--- config.mk ---
export PLATFORM = sky130hd
export DESIGN_NAME = flashrd_mux
export DESIGN_NICKNAME = d
export VERILOG_FILES = /design/src/rtl/flashrd_pkg.sv /design/src/rtl/flashrd_ctrl.sv /design/src/rtl/flashrd_dp.sv /design/src/rtl/flashrd_mux.sv
export SDC_FILE = /design/constraint.sdc
export NUM_CORES = 1
export LEC_CHECK = 0
export CAP_MARGIN = 0
export CORE_MARGIN = 2
export CORE_UTILIZATION = 50
export CTS_BUF_LIST = sky130_fd_sc_hd__clkbuf_16
export DETAILED_ROUTE_END_ITERATION = 7
export PLACE_DENSITY = 0.9
export SYNTH_ARGS = -nofsm -noshare
export SYNTH_HDL_FRONTEND = slang
export SYNTH_HIERARCHICAL = 1
export SYNTH_SLANG_ARGS = --single-unit
--- constraint.sdc ---
create_clock -name clk -period 2.8 [get_ports clk]
set_input_delay 0.56 -clock clk [delete_from_list [all_inputs] [get_ports clk]]
set_output_delay 0.56 -clock clk [all_outputs]
set_load 0.1 [all_outputs]
--- src/rtl/flashrd_pkg.sv ---
package flashrd_pkg;

  localparam logic [7:0] CMD_IDLE       = 8'h00;
  localparam logic [7:0] CMD_ERASE_SET  = 8'h80;
  localparam logic [7:0] CMD_AUTOSEL    = 8'h90;
  localparam logic [7:0] CMD_PROG       = 8'hA0;
  localparam logic [7:0] CMD_CHIP_ERASE = 8'h10;
  localparam logic [7:0] CMD_SECT_ERASE = 8'h30;
  localparam logic [7:0] CMD_QUERY      = 8'h98;

  typedef enum logic [2:0] {
    SEL_ARRAY,
    SEL_ZERO,
    SEL_MFR,
    SEL_DEV,
    SEL_EXT0,
    SEL_EXT1,
    SEL_STATUS,
    SEL_QUERY
  } rdSel_t;

  // strobes from control to datapath
  typedef struct packed {
    logic   readHit;
    logic   toggleBusy;
    logic   eraseFlip;
    logic   loadProg;
    logic   loadErase;
    logic   progBit7;
    rdSel_t sel;
  } strobe_t;

  // device query table, uniform single erase region
  function automatic logic [7:0] queryByte(input logic [7:0] idx,
                                           input logic [7:0] sizeLog2,
                                           input logic [15:0] countM1,
                                           input logic [31:0] sectBytes);
    logic [7:0] q;
    case (idx)
      8'h10: q = 8'h51;
      8'h11: q = 8'h52;
      8'h12: q = 8'h59;
      8'h13: q = 8'h02;
      8'h15: q = 8'h31;
      8'h1B: q = 8'h27;
      8'h1C: q = 8'h36;
      8'h1F: q = 8'h07;
      8'h21: q = 8'h09;
      8'h22: q = 8'h0C;
      8'h23: q = 8'h01;
      8'h25: q = 8'h0A;
      8'h26: q = 8'h0D;
      8'h27: q = sizeLog2;
      8'h28: q = 8'h02;
      8'h2C: q = 8'h01;
      8'h2D: q = countM1[7:0];
      8'h2E: q = countM1[15:8];
      8'h2F: q = sectBytes[15:8];
      8'h30: q = sectBytes[23:16];
      8'h31: q = 8'h50;
      8'h32: q = 8'h52;
      8'h33: q = 8'h49;
      8'h34: q = 8'h31;
      8'h35: q = 8'h30;
      default: q = 8'h00;
    endcase
    return q;
  endfunction

endpackage

--- src/rtl/flashrd_ctrl.sv ---
module flashrd_ctrl
  import flashrd_pkg::*;
#(
  parameter int DATA_W        = 16,
  parameter int SECTOR_CYCLES = 50,
  parameter int CHIP_FACTOR   = 10,
  parameter int IDLE_READS    = 42,
  parameter int QUERY_LEN     = 82,
  parameter logic [DATA_W-1:0] EXT_ID0 = '0,
  parameter logic [DATA_W-1:0] EXT_ID1 = '1
) (
  input  logic       clk,
  input  logic       rstN,
  input  logic       rdEn,
  input  logic [7:0] rdOffs,
  input  logic [7:0] cmdCode,
  input  logic [2:0] cycleCnt,
  input  logic       bypassOn,
  input  logic       cmdWrite,
  input  logic       progStart,
  input  logic       progData7,
  input  logic       eraseStart,
  input  logic       eraseChip,
  output strobe_t    stb,
  output logic       fastPath,
  output logic       eraseDone
);

  localparam int CHIP_CYCLES = SECTOR_CYCLES * CHIP_FACTOR;
  localparam int CNT_W       = $clog2(CHIP_CYCLES + 1);
  localparam int RC_W        = $clog2(IDLE_READS + 2);
  localparam logic EXT0_NONE = (EXT_ID0 == '1);
  localparam logic EXT1_NONE = (EXT_ID1 == '1);

  logic [CNT_W-1:0] eraseCnt;
  logic             eraseBusy;
  logic [RC_W-1:0]  readCnt;
  logic             statusCmd;
  rdSel_t           sel;

  // read source selection
  always_comb begin
    sel       = SEL_ARRAY;
    statusCmd = 1'b0;
    case (cmdCode)
      CMD_AUTOSEL: begin
        case (rdOffs)
          8'h00:   sel = SEL_MFR;
          8'h01:   sel = SEL_DEV;
          8'h02:   sel = SEL_ZERO;
          8'h0E:   sel = EXT0_NONE ? SEL_ARRAY : SEL_EXT0;
          8'h0F:   sel = EXT1_NONE ? SEL_ARRAY : SEL_EXT1;
          default: sel = SEL_ARRAY;
        endcase
      end
      CMD_PROG, CMD_CHIP_ERASE, CMD_SECT_ERASE: begin
        sel       = SEL_STATUS;
        statusCmd = 1'b1;
      end
      CMD_QUERY: sel = (32'(rdOffs) < QUERY_LEN) ? SEL_QUERY : SEL_ZERO;
      default:   sel = SEL_ARRAY;
    endcase
  end

  assign eraseDone = eraseBusy && (eraseCnt == CNT_W'(1));

  always_comb begin
    stb.readHit    = rdEn;
    stb.toggleBusy = rdEn && statusCmd;
    stb.eraseFlip  = eraseDone;
    stb.loadProg   = progStart;
    stb.loadErase  = eraseStart;
    stb.progBit7   = progData7;
    stb.sel        = sel;
  end

  // erase delay timer
  always_ff @(posedge clk or negedge rstN) begin
    if (!rstN) begin
      eraseBusy <= 1'b0;
      eraseCnt  <= '0;
    end else if (eraseStart) begin
      eraseBusy <= 1'b1;
      eraseCnt  <= eraseChip ? CNT_W'(CHIP_CYCLES) : CNT_W'(SECTOR_CYCLES);
    end else if (eraseDone) begin
      eraseBusy <= 1'b0;
    end else if (eraseBusy) begin
      eraseCnt <= eraseCnt - CNT_W'(1);
    end
  end

  // fast-path tracking
  always_ff @(posedge clk or negedge rstN) begin
    if (!rstN) begin
      fastPath <= 1'b1;
      readCnt  <= '0;
    end else if (cmdWrite) begin
      fastPath <= 1'b0;
      readCnt  <= '0;
    end else if (eraseDone && !bypassOn) begin
      fastPath <= 1'b1;
      readCnt  <= '0;
    end else if (rdEn && !fastPath && (cycleCnt == 3'd0)) begin
      if (readCnt == RC_W'(IDLE_READS)) begin
        fastPath <= 1'b1;
        readCnt  <= '0;
      end else begin
        readCnt <= readCnt + RC_W'(1);
      end
    end
  end

endmodule

--- src/rtl/flashrd_dp.sv ---
module flashrd_dp
  import flashrd_pkg::*;
#(
  parameter int DATA_W = 16,
  parameter logic [DATA_W-1:0] MFR_ID  = '0,
  parameter logic [DATA_W-1:0] DEV_ID  = '0,
  parameter logic [DATA_W-1:0] EXT_ID0 = '0,
  parameter logic [DATA_W-1:0] EXT_ID1 = '1,
  parameter logic [7:0]  SIZE_LOG2  = 8'd0,
  parameter logic [15:0] COUNT_M1   = 16'd0,
  parameter logic [31:0] SECT_BYTES = 32'd0
) (
  input  logic              clk,
  input  logic              rstN,
  input  strobe_t           stb,
  input  logic [7:0]        rdOffs,
  input  logic [DATA_W-1:0] arrayData,
  output logic [DATA_W-1:0] rdData
);

  localparam int PAD_W = DATA_W - 8;

  logic [7:0]        statusQ;
  logic [7:0]        statusD;
  logic [DATA_W-1:0] readVal;

  always_comb begin
    statusD = statusQ;
    if (stb.loadProg) begin
      statusD = {~stb.progBit7, 7'h7F};
    end else if (stb.loadErase) begin
      statusD = 8'h00;
    end else begin
      if (stb.eraseFlip)  statusD[7] = ~statusQ[7];
      if (stb.toggleBusy) statusD[6] = ~statusQ[6];
    end
  end

  always_comb begin
    case (stb.sel)
      SEL_ZERO:   readVal = '0;
      SEL_MFR:    readVal = MFR_ID;
      SEL_DEV:    readVal = DEV_ID;
      SEL_EXT0:   readVal = EXT_ID0;
      SEL_EXT1:   readVal = EXT_ID1;
      SEL_STATUS: readVal = {{PAD_W{1'b0}}, statusQ};
      SEL_QUERY:  readVal = {{PAD_W{1'b0}},
                             queryByte(rdOffs, SIZE_LOG2, COUNT_M1, SECT_BYTES)};
      default:    readVal = arrayData;
    endcase
  end

  always_ff @(posedge clk or negedge rstN) begin
    if (!rstN) begin
      statusQ <= 8'h00;
      rdData  <= '0;
    end else begin
      statusQ <= statusD;
      if (stb.readHit) rdData <= readVal;
    end
  end

endmodule

--- src/rtl/flashrd_mux.sv ---
module flashrd_mux
  import flashrd_pkg::*;
#(
  parameter int DATA_W        = 16,
  parameter int SECTOR_BYTES  = 65536,
  parameter int SECTOR_COUNT  = 64,
  parameter int SECTOR_CYCLES = 50,
  parameter int CHIP_FACTOR   = 10,
  parameter int IDLE_READS    = 42,
  parameter int QUERY_LEN     = 82,
  parameter logic [DATA_W-1:0] MFR_ID  = 16'h0001,
  parameter logic [DATA_W-1:0] DEV_ID  = 16'h227E,
  parameter logic [DATA_W-1:0] EXT_ID0 = 16'h2210,
  parameter logic [DATA_W-1:0] EXT_ID1 = 16'hFFFF
) (
  input  logic              clk,
  input  logic              rstN,
  input  logic              rdEn,
  input  logic [7:0]        rdOffs,
  input  logic [DATA_W-1:0] arrayData,
  input  logic [7:0]        cmdCode,
  input  logic [2:0]        cycleCnt,
  input  logic              bypassOn,
  input  logic              cmdWrite,
  input  logic              progStart,
  input  logic              progData7,
  input  logic              eraseStart,
  input  logic              eraseChip,
  output logic [DATA_W-1:0] rdData,
  output logic              fastPath,
  output logic              eraseDone
);

  localparam longint CHIP_BYTES = longint'(SECTOR_BYTES) * SECTOR_COUNT;
  localparam logic [7:0]  SIZE_LOG2  = 8'($clog2(CHIP_BYTES));
  localparam logic [15:0] COUNT_M1   = 16'(SECTOR_COUNT - 1);
  localparam logic [31:0] SECT_BYTES = 32'(SECTOR_BYTES);

  strobe_t stb;

  flashrd_ctrl #(
    .DATA_W(DATA_W), .SECTOR_CYCLES(SECTOR_CYCLES), .CHIP_FACTOR(CHIP_FACTOR),
    .IDLE_READS(IDLE_READS), .QUERY_LEN(QUERY_LEN),
    .EXT_ID0(EXT_ID0), .EXT_ID1(EXT_ID1)
  ) uCtrl (
    .clk(clk), .rstN(rstN), .rdEn(rdEn), .rdOffs(rdOffs), .cmdCode(cmdCode),
    .cycleCnt(cycleCnt), .bypassOn(bypassOn), .cmdWrite(cmdWrite),
    .progStart(progStart), .progData7(progData7), .eraseStart(eraseStart),
    .eraseChip(eraseChip), .stb(stb), .fastPath(fastPath), .eraseDone(eraseDone)
  );

  flashrd_dp #(
    .DATA_W(DATA_W), .MFR_ID(MFR_ID), .DEV_ID(DEV_ID),
    .EXT_ID0(EXT_ID0), .EXT_ID1(EXT_ID1), .SIZE_LOG2(SIZE_LOG2),
    .COUNT_M1(COUNT_M1), .SECT_BYTES(SECT_BYTES)
  ) uDp (
    .clk(clk), .rstN(rstN), .stb(stb), .rdOffs(rdOffs),
    .arrayData(arrayData), .rdData(rdData)
  );

endmodule

==> Word level (Yosys, flattened, before mapping) <==
Memories as Yosys holds them, arrays and structs flattened.
Index checks and enable logic that the tools add are counted.
{ "classes": {"add_sub_neg": 2, "multipliers": 0, "div_mod_pow": 0, "order_cmp": 1, "eq_ne": 18, "shift": 0, "n_mux": 25, "bitwise": 3, "reduce_logical": 20} }
{ "op_table": {"columns": ["operator", "n"], "rows": [
  ["$pmux W16 S7", 1],
  ["$mux W9", 4],
  ["$mux W6", 5],
  ["$eq A8 B8 Y1 const B", 3],
  ["$mux W8", 2],
  ["$eq A3 B3 Y1 const B", 4],
  ["$pmux W3 S4", 1],
  ["$reduce_bool A3 Y1", 4],
  ["$eq A9 B1 Y1 const B", 1],
  ["$mux W1", 9],
  ["$pmux W3 S3", 1],
  ["$sub A9 B1 Y9 const B", 1],
  ["$eq A8 B1 Y1 const B", 1],
  ["$eq A8 B2 Y1 const B", 1],
  ["$eq A8 B4 Y1 const B", 1],
  ["$eq A8 B5 Y1 const B", 1],
  ["$eq A8 B6 Y1 const B", 1],
  ["$logic_not A8 Y1", 1],
  ["$lt A8 B7 Y1 const B", 1],
  ["$add A6 B1 Y6 const B", 1],
  ["$eq A3 B2 Y1 const B", 2],
  ["$eq A6 B6 Y1 const B", 1],
  ["$reduce_bool A2 Y1", 3],
  ["$logic_and A1 B1 Y1", 5],
  ["other kinds (10)", 14]
]} }
{ "word_totals": {"reg_bits": 41, "latchBits": 0, "ramBits": 0, "romBits": 448, "in_bits": 44, "output_inout_bits": 18, "elab_cells": 78, "mem_count": 1} }
{ "mem_list": {"columns": ["memory", "words", "width", "read_ports", "rd_clocked_by_memory_dff", "write_ports", "line", "rtl"], "rows": [
  ["(name not given)", 64, 7, 1, 0, 0, "flashrd_pkg.sv:39", "case (idx)"]
]} }

==> Longest topological paths before layout <==
{ "logic_depth": {"depth_word": 7, "ltp_mapped": 10} }

==> Hierarchy <==
The synthesis kept the hierarchy.
{ "modules_own_cells": {"columns": ["module", "n_inst", "cells_per_inst", "area_per_inst_um2"], "rows": [
  ["flashrd_dp", 1, 161, 1432.6],
  ["flashrd_ctrl", 1, 130, 1173.6]
]} }

==> Least setup slack after synthesis <==
Ideal clock, no wire load.
{ "synth_path": {"path_kind": "register -> register", "from": "register uCtrl.eraseCnt[1]", "to": "register uDp.statusQ[7]", "t_arrival_ns": 2.729, "required_ns": 2.721, "path_slack_ns": -0.008, "stages_incl_launch_ff": 10, "period_less_slack_ns": 2.808, "path_cell_list": "dfrtp_1 inv_1 ha_1 or3b_2 nor3_1 and2_1 buf_4 xor2_1 nand2_1 mux2i_1"} }
{ "synth_via": {"elab_chain_len": 3} }
{ "synth_rtl": {"columns": ["element", "line", "rtl"], "rows": [
  ["from (decl)", "flashrd_ctrl.sv:35", "logic [CNT_W-1:0] eraseCnt;"],
  ["from (signal assigned)", "flashrd_ctrl.sv:84", "eraseCnt <= eraseChip ? CNT_W'(CHIP_CYCLES) : CNT_W'(SECTOR_CYCLES);"],
  ["from (signal assigned)", "flashrd_ctrl.sv:88", "eraseCnt <= eraseCnt - CNT_W'(1);"],
  ["$eq A9 B1 Y1", "flashrd_ctrl.sv:65", "assign eraseDone = eraseBusy && (eraseCnt == CNT_W'(1));"],
  ["$logic_and A1 B1 Y1", "flashrd_ctrl.sv:65", null],
  ["via eraseDone", "flashrd_mux.sv:31", "output logic eraseDone"],
  ["$reduce_bool A3 Y1 (no line)", null, null],
  ["to (signal assigned)", "flashrd_dp.sv:58", "statusQ <= statusD;"],
  ["to (decl)", "flashrd_dp.sv:23", "logic [7:0] statusQ;"]
]} }
The timed path passes the listed nets, and every way through them passes these cells.
A chain may end at the register's enable or synchronous reset.

==> results.md <==
* Status: finished clean
* Cts hold-fix bufs at 0
* Crit path DAT at 2.92 ns
* Horiz. Die Dim at 76.2 um
* Clock root cell: clkbuf_16
* Hold_sp: uDp/rdData[14]$_DFFE_PN0P_
* Antenna-violating nets left at 0
* Synth Register Bits at 36
* Met2 Use GR at 0.426
* Pin count of the biggest net entering global routing at 37
* Clk sinks at 36
* RSZ-0062 raised after global routing: true
* Die area at 5810 sq um
* Reg2reg start: uCtrl/eraseCnt[1]$_DFFE_PN0P_
* Required @ worst endpoint at 2.96 ns
* Total Wirelength at 6960 um
* Gr busiest metal: met2
* VDD IR-drop max at 0.367 mV
* Type of the worst setup path: in2reg
* Initial antenna violation count at 0
* # nets final at 419
* CTS max path bufs at 2
* FF/Latch Area at 902 sq um
* Power per Cell Area at 471 nW/um^2
* Hpwl dp at 5000 um
* Number of global-route vias before repair at 2489
* Drt wl/cell at 16.0 um
* Starting Density at 0.514
* TritonCTS clock tree: done
* Largest cells by area after synthesis: dfrtp_1 34%, a21oi_1 6.1%, ha_1 4.8%, nand2_1 3.2%, mux2i_1 2.3%
* Fmax at 362 MHz
* Minimum clock period at 2.76 ns
* Top_reg_cell synth: dfrtp_1
* Avg Inst Size Synth at 8.96 sq um
* Sequential area share after synthesis at 0.346
* # diodes at 0
* CP startpoint: rdOffs[5]
* Sw Ratio at 0.328
* CORE AREA at 5070 sq um
* Setup TNS after final layout at 0 ns
* Final setup viols at 0
* Power share of the combinational group at 0.282
* Multi-input gate area at 1610 sq um
* Final hold violation count at 0
* DRT iter0 DRCs at 189
* Via count at 2556
* Global route total overflow at 0
* Filler instances at 376
* Tcrit/Tclk final at 0.986
* Synth Warn # at 6
* Worst-Skew Late Latency at 0.28 ns
* Top-area cell type share of the netlist area at 0.336
* Max Clock Skew at 0.00297 ns
* Htree depth at 2
* Post-synth design cell area at 2610 sq um
* DRC at 0
* Pint at 1140 uW
* Placed instance count at 426
* Worst-path clk slew at 0.06 ns
* Worst slew pin tran at 0.582 ns
* GR met1 Demand/Resource at 0.288
* Share of power burned in registers at 0.349
* Final Non-Filler Cells at 436
* GP Congestion at 0.864
* Fraction of layout cells with a size suffix above 1 at 0.232
* Crit path launch type: input port
* Hold Crit Class: reg2reg
* Slew margin rel. at 0.609
* Initial DRT Pass Iterations at 5
* Post-DR vias/cell at 5.86
* Post-synth top area cell: dfrtp_1
* Syn Nets at 345
* Max Cap Viol at 0
* Slew Viols, Final at 0
* Post-synth EDFFs at 0
* # IOs at 62
* First-pass GRT wire length at 11300 um
* Clock buffer count from CTS at 5
* Site Rows at 26
* Async SR Flop Fraction at 1.00
* Netlist cell types at 64
* LEAKAGE at 0.00153 uW
* M3 GR Usage at 0.0462
* Mapped Cells at 291
* CP Capture Type: flip-flop
* Max FO, Critical Path at 13
* Area delta synth->final at 38.6%
* NetSw at 558 uW
* # port buffers at 61
* Clock share of power at 0.369
* Total GRT Usage at 0.237
* Chip height at 76.2 um
==> Yosys cell counts (all sizes together), types with 3 or more instances <==
library cell,instances
o22ai,9
mux2i,6
nand2,22
nand3b,3
a21o,7
o21ai,5
a21oi,32
nor3,7
nor4,5
and3,4
and2,3
dfrtp,35
nor2b,3
a311oi,3
a211oi,4
or4,4
inv,12
nand2b,6
o21a,5
ha,10
clkbuf,5
buf,16
nor3b,5
o211ai,6
xor2,6
nand3,12
xnor2,3
nor2,15
mux2,3
o2bb2ai,6
==> registers in the layout, summed over array words and instances, names as in the netlist <==
register / count
uDp/rdData: 16
uCtrl/eraseBusy: 1
uCtrl/readCnt: 6
uDp/statusQ: 3
uCtrl/eraseCnt: 9
uCtrl/fastPath: 1
==> cells by family after synthesis <==
family	synth area share
AO/OA/AOI/OAI	0.260
XOR/XNOR	0.0302
adder cells (fa/ha/maj)	0.0480
buffers and inverters	0.0696
flip-flops	0.346
multiplexers	0.0360
AND/OR/NAND/NOR	0.210
==> per-stage QoR <==
stage          hold WS [ns]  worst slack, ns  cell area (sq um)  total power [uW]  utilization
6_report              0.490           0.0388               3610              1700        0.712
5_1_grt               0.504          -0.0261               3610              1770        0.712
4_1_cts               0.493           0.0110               3540              1700        0.697
3_5_place_dp          0.480           -0.408               3330              1070        0.656
3_3_place_gp          0.471           -0.278               3330              1060        0.656
2_1_floorplan         0.264            0.133               2610               904            -
==> area by class of cell <==
cell class,instances,share of cell area
Clock buffer,5,0.0346
Clock inverter,3,0.0118
Inverter,13,0.0135
Multi-Input combinational cell,221,0.446
Sequential cell,36,0.250
Tap cell,70,0.0242
Timing Repair Buffer,88,0.220
==> critical path, stage by stage <==
cell and delay (ns):
clkdlybuf4s50_1 0.43, buf_4 0.20, nor4_1 0.30, o211ai_1 0.16, a21oi_1 0.19, a21o_1 0.15, and2b_2 0.25, buf_6 0.12
a21oi_2 0.12, nor2b_2 0.07, a311oi_2 0.26, o2bb2ai_1 0.10
==> layer usage <==
metal  vias up  wire length (um)
met4         0                99
li1       1227                 -
met1      1236              2860
met5         -                 0
met3        10               375
met2        83              3620
==> power groups by stage <==
stage | clock network (uW) | logic [uW] | registers [uW]
3_3_place_gp | 0 | 459 | 599
3_5_place_dp | 0 | 470 | 600
4_1_cts | 635 | 474 | 592
5_1_grt | 661 | 507 | 598
6_report | 628 | 480 | 593
2_1_floorplan | 0 | 145 | 759
==> final timing paths <==
kind | slack [ns] | cells past startpoint | end
worst max register to register | 0.77 | 8 | uDp/statusQ[7]$_DFFE_PN0P_
worst min register to register | 0.49 | 1 | uDp/rdData[14]$_DFFE_PN0P_
min in group asynchronous | 0.69 | 2 | uCtrl/eraseCnt[7]$_DFFE_PN0P_
worst min-delay path | 0.49 | 1 | uDp/rdData[14]$_DFFE_PN0P_
max in group asynchronous | 1.76 | 2 | uCtrl/fastPath$_DFFE_PN1P_
worst max-delay path | 0.04 | 12 | uDp/rdData[6]$_DFFE_PN0P_
==> placed cells by master (no fill, tap or decap), drive strengths merged, types with 6 or more instances in the layout <==
master	n
inv	12
clkdlybuf4s50	39
nor3	7
a21oi	32
nand2b	6
buf	45
o211ai	6
xor2	6
dfrtp	35
nand3	12
ha	10
nand2	22
o22ai	9
o2bb2ai	6
nor2	15
a21o	7
mux2i	6
==> timing repair <==
item	CTS	global route
endpoints found under the setup margin	7	9
gates resized for setup	7	16
pin swaps	8	11
setup buffers	0	2
(Power assumes the default switching activity.)
